===== src/rtl/pwb_pkg.sv =====
package pwb_pkg;

   typedef enum logic {
      PH_IDLE  = 1'b0,
      PH_WRITE = 1'b1
   } pwb_phase_e;

   function automatic int unsigned lane_bits(input int unsigned depth);
      return (depth <= 1) ? 1 : $clog2(depth);
   endfunction

endpackage


===== src/rtl/pwb_ptr.sv =====
module pwb_ptr #(
   parameter int unsigned ADDR_W = 14,
   parameter int unsigned LANE_W = 6
) (
   input  logic              clk,
   input  logic              rst_n,
   input  logic              load_i,
   input  logic [ADDR_W-1:0] load_addr_i,
   input  logic              step_i,
   output logic [ADDR_W-1:0] ptr_o
);

   generate
      if (LANE_W >= ADDR_W) begin : g_bad_width
         $error("pwb_ptr: lane field must be narrower than the address");
      end
   endgenerate

   logic [ADDR_W-1:0] ptr_q;

   always_ff @(posedge clk or negedge rst_n) begin
      if (!rst_n) begin
         ptr_q <= '0;
      end else if (load_i) begin
         ptr_q <= load_addr_i;
      end else if (step_i) begin
         ptr_q[LANE_W-1:0] <= ptr_q[LANE_W-1:0] + 1'b1;
      end
   end

   assign ptr_o = ptr_q;

   AST_PAGE_FIXED: assert property (@(posedge clk) disable iff (!rst_n)
      (step_i && !load_i) |=> (ptr_o[ADDR_W-1:LANE_W] == $past(ptr_o[ADDR_W-1:LANE_W])));

   AST_LANE_STEP: assert property (@(posedge clk) disable iff (!rst_n)
      (step_i && !load_i) |=> (ptr_o[LANE_W-1:0] == LANE_W'($past(ptr_o[LANE_W-1:0]) + 1'b1)));

endmodule


===== src/rtl/pwb_latch.sv =====
module pwb_latch #(
   parameter int unsigned DATA_W = 8,
   parameter int unsigned DEPTH  = 64,
   parameter int unsigned LANE_W = 6
) (
   input  logic              clk,
   input  logic              rst_n,
   input  logic              wr_i,
   input  logic [LANE_W-1:0] wr_lane_i,
   input  logic [DATA_W-1:0] wr_data_i,
   input  logic              clr_i,
   input  logic [LANE_W-1:0] rd_lane_i,
   output logic [DATA_W-1:0] rd_data_o,
   output logic              rd_mask_o,
   output logic              any_o
);

   generate
      if (DEPTH != (1 << LANE_W)) begin : g_bad_depth
         $error("pwb_latch: depth must equal 2**LANE_W");
      end
   endgenerate

   logic [DATA_W-1:0] lane_data [DEPTH];
   logic [DEPTH-1:0]  lane_mask;

   for (genvar g = 0; g < DEPTH; g++) begin : g_lane
      logic [DATA_W-1:0] d_q;
      logic              m_q;
      logic              hit;

      assign hit = wr_i && (wr_lane_i == LANE_W'(g));

      always_ff @(posedge clk or negedge rst_n) begin
         if (!rst_n) begin
            d_q <= '0;
            m_q <= 1'b0;
         end else begin
            if (hit) d_q <= wr_data_i;
            if (clr_i)    m_q <= 1'b0;
            else if (hit) m_q <= 1'b1;
         end
      end

      assign lane_data[g] = d_q;
      assign lane_mask[g] = m_q;
   end

   assign rd_data_o = lane_data[rd_lane_i];
   assign rd_mask_o = lane_mask[rd_lane_i];
   assign any_o     = |lane_mask;

   AST_CLEAR_EMPTIES: assert property (@(posedge clk) disable iff (!rst_n)
      clr_i |=> !any_o);

endmodule


===== src/rtl/pwb_commit.sv =====
module pwb_commit
   import pwb_pkg::*;
#(
   parameter int unsigned DEPTH     = 64,
   parameter int unsigned LANE_W    = 6,
   parameter int unsigned WC_CYCLES = 250000
) (
   input  logic              clk,
   input  logic              rst_n,
   input  logic              go_i,
   output logic              busy_o,
   output logic              scan_vld_o,
   output logic [LANE_W-1:0] scan_lane_o,
   output logic              done_o
);

   localparam int unsigned CNT_W = $clog2(WC_CYCLES);

   generate
      if (WC_CYCLES <= DEPTH) begin : g_bad_cycle
         $error("pwb_commit: write cycle must be longer than the page scan");
      end
   endgenerate

   pwb_phase_e       phase_q;
   logic [CNT_W-1:0] cnt_q;
   logic             last;

   assign last = (cnt_q == CNT_W'(WC_CYCLES - 1));

   always_ff @(posedge clk or negedge rst_n) begin
      if (!rst_n) begin
         phase_q <= PH_IDLE;
         cnt_q   <= '0;
      end else begin
         unique case (phase_q)
            PH_IDLE: begin
               if (go_i) begin
                  phase_q <= PH_WRITE;
                  cnt_q   <= '0;
               end
            end
            PH_WRITE: begin
               if (last) phase_q <= PH_IDLE;
               else      cnt_q   <= cnt_q + 1'b1;
            end
            default: phase_q <= PH_IDLE;
         endcase
      end
   end

   assign busy_o      = (phase_q == PH_WRITE);
   assign scan_vld_o  = busy_o && (cnt_q < CNT_W'(DEPTH));
   assign scan_lane_o = cnt_q[LANE_W-1:0];
   assign done_o      = busy_o && last;

   AST_BUSY_HOLDS: assert property (@(posedge clk) disable iff (!rst_n)
      (busy_o && !last) |=> busy_o);

   AST_BUSY_ENDS: assert property (@(posedge clk) disable iff (!rst_n)
      done_o |=> !busy_o);

endmodule


===== src/rtl/page_wbuf.sv =====
module page_wbuf
   import pwb_pkg::*;
#(
   parameter int unsigned ADDR_W     = 14,
   parameter int unsigned DATA_W     = 8,
   parameter int unsigned PAGE_BYTES = 64,
   parameter int unsigned WC_CYCLES  = 250000
) (
   input  logic              clk,
   input  logic              rst_n,
   input  logic              start_i,
   input  logic              addr_load_i,
   input  logic [ADDR_W-1:0] addr_i,
   input  logic              byte_vld_i,
   input  logic [DATA_W-1:0] byte_i,
   input  logic              stop_i,
   input  logic              wp_i,
   output logic              busy_o,
   output logic              mem_we_o,
   output logic [ADDR_W-1:0] mem_addr_o,
   output logic [DATA_W-1:0] mem_data_o,
   output logic [ADDR_W-1:0] ptr_o
);

   localparam int unsigned LANE_W = lane_bits(PAGE_BYTES);

   logic              byte_acc, addr_acc, start_acc, stop_acc;
   logic              go, done, any_lane, lat_clr;
   logic              scan_vld, rd_mask;
   logic [LANE_W-1:0] scan_lane;
   logic [DATA_W-1:0] rd_data;

   assign byte_acc  = byte_vld_i  && !busy_o;
   assign addr_acc  = addr_load_i && !busy_o;
   assign start_acc = start_i     && !busy_o;
   assign stop_acc  = stop_i      && !busy_o;

   assign go      = stop_acc && any_lane && !wp_i;
   assign lat_clr = start_acc || (stop_acc && !go) || done;

   pwb_ptr #(.ADDR_W(ADDR_W), .LANE_W(LANE_W)) u_ptr (
      .clk         (clk),
      .rst_n       (rst_n),
      .load_i      (addr_acc),
      .load_addr_i (addr_i),
      .step_i      (byte_acc),
      .ptr_o       (ptr_o)
   );

   pwb_latch #(.DATA_W(DATA_W), .DEPTH(PAGE_BYTES), .LANE_W(LANE_W)) u_latch (
      .clk       (clk),
      .rst_n     (rst_n),
      .wr_i      (byte_acc),
      .wr_lane_i (ptr_o[LANE_W-1:0]),
      .wr_data_i (byte_i),
      .clr_i     (lat_clr),
      .rd_lane_i (scan_lane),
      .rd_data_o (rd_data),
      .rd_mask_o (rd_mask),
      .any_o     (any_lane)
   );

   pwb_commit #(.DEPTH(PAGE_BYTES), .LANE_W(LANE_W), .WC_CYCLES(WC_CYCLES)) u_commit (
      .clk         (clk),
      .rst_n       (rst_n),
      .go_i        (go),
      .busy_o      (busy_o),
      .scan_vld_o  (scan_vld),
      .scan_lane_o (scan_lane),
      .done_o      (done)
   );

   assign mem_we_o   = scan_vld && rd_mask;
   assign mem_addr_o = {ptr_o[ADDR_W-1:LANE_W], scan_lane};
   assign mem_data_o = rd_data;

   AST_WE_IN_BUSY: assert property (@(posedge clk) disable iff (!rst_n)
      mem_we_o |-> busy_o);

   AST_BUSY_CAUSE: assert property (@(posedge clk) disable iff (!rst_n)
      $rose(busy_o) |-> ($past(stop_i) && !$past(wp_i)));

   AST_PTR_FROZEN: assert property (@(posedge clk) disable iff (!rst_n)
      busy_o |=> $stable(ptr_o));

endmodule


===== config.mk =====
export PLATFORM = sky130hd
export DESIGN_NAME = page_wbuf
export DESIGN_NICKNAME = d
export VERILOG_FILES = /design/src/rtl/pwb_pkg.sv /design/src/rtl/pwb_ptr.sv /design/src/rtl/pwb_latch.sv /design/src/rtl/pwb_commit.sv /design/src/rtl/page_wbuf.sv
export SDC_FILE = /design/constraint.sdc
export NUM_CORES = 1
export LEC_CHECK = 0
export BUFFER_PORTS_ARGS = -buffer_cell sky130_fd_sc_hd__buf_2
export CAP_MARGIN = 20
export CORE_MARGIN = 2
export CORE_UTILIZATION = 35
export DETAILED_ROUTE_END_ITERATION = 16
export GPL_TIMING_DRIVEN = 0
export PLACE_DENSITY = 0.5
export SYNTH_ARGS = -nofsm -noshare
export SYNTH_HDL_FRONTEND = slang
export SYNTH_HIERARCHICAL = 1
export SYNTH_SLANG_ARGS = --single-unit

===== constraint.sdc =====
create_clock -name clk -period 2.5 [get_ports clk]
set_input_delay 0.125 -clock clk [delete_from_list [all_inputs] [get_ports clk]]
set_output_delay 0.125 -clock clk [all_outputs]
set_load 0.005 [all_outputs]

==> results of run 1 <==
## worst max path at each step
stage                                 from                         to
global placement                     rst_n  u_latch/g_lane[18].d_q[4]
floorplan                u_commit/cnt_q[0]                   mem_we_o
finish                   u_commit/cnt_q[0]              mem_data_o[1]
CTS                      u_commit/cnt_q[0]                   mem_we_o
detailed placement  u_latch/g_lane[33].m_q     u_latch/g_lane[59].m_q
global route             u_commit/cnt_q[0]              mem_data_o[1]
## routing by layer
layer	wire length (um)	vias up	GRT usage
met5	0	-	0
met4	4289	0	0.09271
met3	5017	197	0.04183
met2	45480	566	0.3735
met1	42080	10040	0.3233
li1	-	7630	-
## stage by stage
stage / setup slack, ns / power (mW)
floorplan: 0.2422 / 20.69
global placement: -11.38 / 25.18
detailed placement: -1.459 / 25.54
CTS: -0.6519 / 39.12
global route: -0.6990 / 41.18
finish: -0.6736 / 39.62
## power by group through the flow
stage	sequential, mW	combinational, mW	clock [mW]
after global routing	14.0	16.2	10.9
after detailed placement	13.8	11.7	0
after CTS	13.7	14.9	10.5
after global placement	13.7	11.5	0
after floorplan	13.3	7.38	0
final	13.7	15.6	10.3
## kinds of logic after synthesis
logic type,after synthesis,share of synthesized area
AO/OA/AOI/OAI,113,0.02583
XOR/XNOR,10,0.003117
adder cells (fa/ha/maj),2,0.0008905
buffers and inverters,199,0.03211
flip-flops,609,0.5424
multiplexers,699,0.3381
AND/OR/NAND/NOR,315,0.05758
## cells in the mapped netlist, types with 3 or more instances
cell                       instances  area share
sky130_fd_sc_hd__a211o_2           3      0.0011
sky130_fd_sc_hd__a21oi_1          46      0.0082
sky130_fd_sc_hd__a22o_1            3     0.00094
sky130_fd_sc_hd__a22oi_1          27      0.0072
sky130_fd_sc_hd__a31oi_1           5      0.0011
sky130_fd_sc_hd__and2_1            4     0.00089
sky130_fd_sc_hd__and3_1            4     0.00089
sky130_fd_sc_hd__and4_1            7      0.0022
sky130_fd_sc_hd__buf_1            13      0.0017
sky130_fd_sc_hd__buf_2            25      0.0045
sky130_fd_sc_hd__buf_4            28      0.0075
sky130_fd_sc_hd__clkbuf_1         79       0.011
sky130_fd_sc_hd__dfrtp_1         609        0.54
sky130_fd_sc_hd__inv_1            50      0.0067
sky130_fd_sc_hd__mux2_2          524        0.21
sky130_fd_sc_hd__mux2i_1          25      0.0089
sky130_fd_sc_hd__mux4_2          147        0.12
sky130_fd_sc_hd__nand2_1          89       0.012
sky130_fd_sc_hd__nand2b_1          8      0.0018
sky130_fd_sc_hd__nand3_1          22      0.0039
sky130_fd_sc_hd__nand4_1          27      0.0060
sky130_fd_sc_hd__nor2_1           59      0.0079
sky130_fd_sc_hd__nor2_2           19      0.0042
sky130_fd_sc_hd__nor2b_1           9      0.0020
sky130_fd_sc_hd__nor3_1           20      0.0036
sky130_fd_sc_hd__nor3b_1           3     0.00080
sky130_fd_sc_hd__nor4_1           22      0.0049
sky130_fd_sc_hd__o21ai_0           9      0.0016
sky130_fd_sc_hd__o22ai_1           8      0.0018
sky130_fd_sc_hd__or2_2             6      0.0013
sky130_fd_sc_hd__xnor2_1           4      0.0012
sky130_fd_sc_hd__xor2_1            6      0.0019
## final cells by class
type                    instances  share of cell area
repair buffers                156             0.05012
well taps                    1050             0.03741
plain buffers                 139             0.03495
flip-flops and latches        609              0.4340
diodes                          2           0.0001425
clock buffers                 102             0.06085
clock inverters                17            0.004489
inverters                      51            0.005593
multi-input cells            1141              0.3724
## repair_timing
| item | CTS | global route |
|---|---|---|
| endpoints found under the setup margin | 571 | 382 |
| cloned | 7 | 6 |
| gates resized for setup | 327 | 132 |
| endpoints found under the hold margin | 96 | 0 |
| setup buffers | 49 | 16 |
| hold buffers | 15 | 0 |
| pin swaps | 56 | 49 |
## critical path: cells and delay by family, from the launching register on
kind | cells | cell delay [ns]
buf+inv | 4 | 0.62
mux | 1 | 0.58
simple gates | 2 | 0.54
flops | 1 | 0.39
compound gates | 1 | 0.28
## sequential cells by signal, indices dropped and copies added (netlist names)
name,cells
u_commit/cnt_q,18
u_commit/busy_o,1
u_latch/g_lane.d_q,512
u_latch/g_lane.m_q,64
u_ptr/ptr_o,14
==> results.yml, run 1 <==
finish:
  final_cell_area_um2: 35120
  instances_no_fill: 3267
  seq_area_um2: 15240
  drive_gt1_frac: 0.5508
  finish.net_count: 2199
  final_common_cell: "sky130_fd_sc_hd__dfrtp_1"
  fillCellCount: 7059
  finish.utilization: 0.4431
  layout.cells.most_common_list: "sky130_fd_sc_hd__dfrtp_1, sky130_fd_sc_hd__mux2_2, sky130_fd_sc_hd__mux4_2"
  area_growth_syn_to_layout_pct: 25.00
  multi_input_comb_area_um2: 13080
worst_setup_path:
  critical_path_required_ns: 2.38
  nature_of_the_critical_path_startpoint: "register"
  r2r_end: "u_commit/cnt_q[0]"
  critical_path.most_common_cell: "sky130_fd_sc_hd__buf_12"
  critPathMaxStageDelay_ns: 0.58
  worst-path-max-fanout: 10
  regToRegStartpoint: "u_latch/g_lane[32].m_q"
  rrSetupSlack_ns: -0.19
  critPathCaptureType: "primary output"
  cpMaxStageDelayCell: "sky130_fd_sc_hd__mux4_2"
  worst_r2r_path_depth: 10
  cp_cell_sequence: "buf_12 > buf_16 > buf_12 > mux4_2 > a22oi_2 > nand4_1 > and4_4 > buf_6"
  timing.setup.critical_path_class: "reg -> out"
  worstPathArrival_ns: 3.05
flow_run:
  drv_cap: 0
clock_tree:
  htree_levels: 3
  numCtsBuffers: 70
  clock-root-buffer: "sky130_fd_sc_hd__clkbuf_16"
  cts-root-to-sink-buffers: 3
  path_clk_slew_ns: 0.06
  clk-insertion-delay-late_ns: 0.62
  cts_tree: "built"
  numClockSinks: 609
routing:
  drt_pre_antenna_iters: 5
  post_route_drc_violation_count: 0
  detailroute.via_count: 18430
  routed_via_density: 5.642
  wl_per_cell_um: 29.65
  drt-total-wl_um: 96870
  ant_nets: 0
  first_iter_violations: 1563
global_route:
  grt_antenna_before_repair: 1
  grt_pass1_vias: 19160
  grt_overflow: 0
  grt_first_pass_wirelength_um: 139400
  grt_util_all_layers: 0.2361
  grt_max_degree: 121
yosys:
  postSynth.asyncResetShare: 1.000
  synthesis.yosys.warnings: 6
  postSynth.topFlopCell: "sky130_fd_sc_hd__dfrtp_1"
  synth_edf_count: 0
  synthesis.nets: 1978
  part_of_the_yosys_area_used_for_sequential_elements: 0.5424
  synthesis.area_um2: 28100
  ys_seq_elements: 609
  syn-instance-count: 1947
  synth.avg_cell_area_um2: 14.43
  yosys.cell_types.count: 59
timing:
  max_freq_ghz: 0.3151
  grt_setup_unrepaired: "yes"
  fin_crit_sh: 1.269
  max_slew.worst_pin.slew_ns: 1.165
  report.final.slew_viol_count: 0
  finalClockSkew_ns: 0.02358
  final.min_clock_period_ns: 3.174
  fin_worst_hold_slack_ns: 0.1209
  setup_viol: 86
  max-slew-margin-rel: 0.2233
  fin_tns_setup_ns: -15.45
  number_of_hold_violations_in_the_final_report: 0
  postLayoutSetupSlackWorst_ns: -0.6736
outcome:
  failed_checks: "setup timing"
  status: "finished, violations left"
die:
  row_count: 103
  core-area_um2: 79260
  die_x_um: 287.3
  io_pins: 67
  floorplan.initialDensity: 0.3545
  die_height_um: 287.3
  area_of_the_die_um2: 82560
placed_design:
  dp_hpwl_um: 64800
  place_congestion: 0.9962
  place_area_um2: 29940
  numPortBuffers: 58
  numPlacedInstances: 3066
power:
  peakVddDrop_uv: 549.3
  share_seq_of_total_power: 0.347
  pwr_density_cell_nw_per_um2: 1128
  power_leakage_nw: 15.98
  switching_power_summed_over_all_nets_mw: 13.53
  power.share.combinational: 0.394
  internal_power_mw: 26.09
  power_frac_clock: 0.260
  power_switching_share: 0.3416
worst_hold_path:
  hold_path_class: "in -> async"
No activity file was read; power rests on OpenSTA's default activity.
==> inputs of run 2 (changes only) <==
--- a/config.mk
+++ b/config.mk
@@ -8,6 +8,8 @@
 export BUFFER_PORTS_ARGS = -buffer_cell sky130_fd_sc_hd__buf_2
 export CAP_MARGIN = 20
+export CORE_ASPECT_RATIO = 0.9
 export CORE_MARGIN = 2
 export CORE_UTILIZATION = 35
+export CTS_CLUSTER_DIAMETER = 100
 export DETAILED_ROUTE_END_ITERATION = 16
 export GPL_TIMING_DRIVEN = 0
==> constraint.sdc (replaced) <==
create_clock -name clk -period 2.5 [get_ports clk]
set_input_delay 0.125 -clock clk [delete_from_list [all_inputs] [get_ports clk]]
set_output_delay 0.125 -clock clk [all_outputs]
set_load 0.05 [all_outputs]
==> run 2 against run 1 <==
Effect of this change:
- critical path type unchanged
- combinational power rose by 7%
- critical path depth stayed put
- routed wire length down 0.47%
- first-iteration DRC count rose by 16%
- the flow still finishes with violations (setup timing)
- global-route usage decreased by 0.40 points
==> results.yml, run 2 (same netlist as run 1, synthesis figures left out) <==
timing:
  max_freq_ghz: 0.3188
  fin_crit_sh: 1.255
  max_slew.worst_pin.slew_ns: 1.144
  finalClockSkew_ns: 0.02415
  final.min_clock_period_ns: 3.137
  number_of_hold_violations_in_the_final_report: 0
  setup_viol: 52
  grt_setup_unrepaired: "yes"
  max-slew-margin-rel: 0.2371
  report.final.slew_viol_count: 0
  postLayoutSetupSlackWorst_ns: -0.6368
  fin_tns_setup_ns: -8.018
  fin_worst_hold_slack_ns: 0.07746
clock_tree:
  cts-root-to-sink-buffers: 3
  numClockSinks: 609
  numCtsBuffers: 69
  cts_tree: "built"
  clk-insertion-delay-late_ns: 0.60
  path_clk_slew_ns: 0.05
  clock-root-buffer: "sky130_fd_sc_hd__clkbuf_16"
  htree_levels: 3
placed_design:
  numPortBuffers: 58
  place_congestion: 0.9530
  numPlacedInstances: 3066
  preCtsSetupSlack_ns: -1.489
  dp_hpwl_um: 64710
worst_setup_path:
  nature_of_the_critical_path_startpoint: "register"
  timing.setup.critical_path_class: "reg -> out"
  critPathCaptureType: "primary output"
  cp_top_family: "multiplexers"
  worstPathArrival_ns: 3.01
  cpMaxStageDelayCell: "sky130_fd_sc_hd__mux4_2"
  critical_path.most_common_cell: "sky130_fd_sc_hd__buf_12"
  path_buf_inv: 4
  cp_cell_sequence: "buf_12 > buf_12 > buf_16 > mux4_2 > mux2i_4 > a22oi_2 > and4_4 > buf_4"
  worst-path-max-fanout: 11
  critical_path_required_ns: 2.38
  critPathMaxStageDelay_ns: 0.56
routing:
  first_iter_violations: 1808
  post_route_drc_violation_count: 0
  ant_nets: 0
  drt_pre_antenna_iters: 5
  routed_via_density: 5.676
  drt-total-wl_um: 96420
  detailroute.via_count: 18490
  wl_per_cell_um: 29.59
global_route:
  grt_pass1_vias: 18780
  grt_overflow: 0
  grt_util_all_layers: 0.2322
  grt_max_degree: 122
  grt_first_pass_wirelength_um: 136900
  grt_antenna_before_repair: 6
die:
  floorplan.initialDensity: 0.3536
  row_count: 98
  area_of_the_die_um2: 82560
  core-area_um2: 79460
  die_x_um: 302.7
  die_height_um: 272.8
  io_pins: 67
finish:
  antenna_cells_inserted: 0
  largest_register_ffs: 512
  final_common_cell: "sky130_fd_sc_hd__dfrtp_1"
  layout.cells.most_common_list: "sky130_fd_sc_hd__dfrtp_1, sky130_fd_sc_hd__mux2_2, sky130_fd_sc_hd__mux4_2"
  finish.net_count: 2194
  area_growth_syn_to_layout_pct: 23.79
  biggestRegsByFlops: "u_latch/g_lane.d_q (512), u_latch/g_lane.m_q (64), u_commit/cnt_q (18)"
  instances_no_fill: 3258
  drive_gt1_frac: 0.5380
  largest-register: "u_latch/g_lane.d_q"
worst_hold_path:
  hold_path_class: "in -> reg"
power:
  peakVddDrop_uv: 888.7
  design_power_total_mw: 40.37
  pwr_density_cell_nw_per_um2: 1161
  power_leakage_nw: 15.75
outcome:
  status: "finished, violations left"
  failed_checks: "setup timing"
flow_run:
  drv_cap: 0
==> run 2: cell types whose count changed in the layout (fill, tap and decap cells not counted), sizes merged <==
cell	previous run	this run
clkinv	13	10
clkbuf	183	180
diode	2	0
nor2	79	78
inv	53	52
bufinv	2	3
a221o	3	2
bufbuf	1	0
buf	198	199
clkinvlp	0	1
==> run 2: power breakdown <==
group          internal, mW  switching, mW  leakage [nW]
Combinational          7.52           9.21          6.36
Sequential             12.3           1.44          8.32
Clock                  5.88           4.04          1.07
Total                  25.7           14.7          15.7
==> run 2: worst paths after layout <==
| path | to | slack (ns) | depth (start not counted) | from |
|---|---|---|---|---|
| worst max-delay path | mem_data_o[5] | -0.64 | 8 | u_commit/cnt_q[0] |
| worst min-delay path | u_commit/cnt_q[13] | 0.08 | 5 | wp_i |
| worst max register to register | u_latch/g_lane[23].m_q | -0.10 | 9 | u_latch/g_lane[20].m_q |
| worst min register to register | u_latch/g_lane[2].d_q[5] | 0.50 | 1 | u_latch/g_lane[2].d_q[5] |
| max in group asynchronous | u_latch/g_lane[11].d_q[3] | 0.69 | 4 | rst_n |
| min in group asynchronous | u_commit/cnt_q[5] | 0.17 | 2 | rst_n |
==> run 2: layout make-up <==
class | count | area [um^2]
Timing Repair Buffer | 150 | 1667
Sequential cell | 609 | 15240
Clock inverter | 15 | 156.4
Buffer | 143 | 1247
Multi-Input combinational cell | 1139 | 12940
Fill cell | 7151 | 44680
Inverter | 51 | 196.4
Clock buffer | 101 | 2019
Tap cell | 1050 | 1314
==> run 2: what timing repair did <==
item                                    4_1_cts  5_1_grt
cloned                                        2        7
endpoints found under the setup margin      593      250
pin swaps                                    35       56
resized for setup                           315      127
hold buffers                                 15        0
endpoints found under the hold margin       106        0
setup buffers                                36       23
==> run 2: per-stage QoR <==
stage,instance area [um^2],utilization
2_1_floorplan,28120,-
3_3_place_gp,29730,0.3742
3_5_place_dp,29920,0.3766
4_1_cts,33860,0.4262
5_1_grt,34780,0.4377
6_report,34780,0.4377
==> run 2: layer usage <==
metal,GRT usage,up-vias,wire length (um)
met3,0.04396,174,7012
li1,-,7615,-
met2,0.3372,676,42410
met1,0.3435,10030,43510
met4,0.08776,2,3477
met5,0,-,13
==> run 2: tightest hold or removal path, stage by stage <==
cell and delay (ns):
sky130_fd_sc_hd__buf_2 0.08, sky130_fd_sc_hd__nand2b_4 0.13, sky130_fd_sc_hd__nor2b_4 0.05, sky130_fd_sc_hd__buf_4 0.14, sky130_fd_sc_hd__o22ai_1 0.09
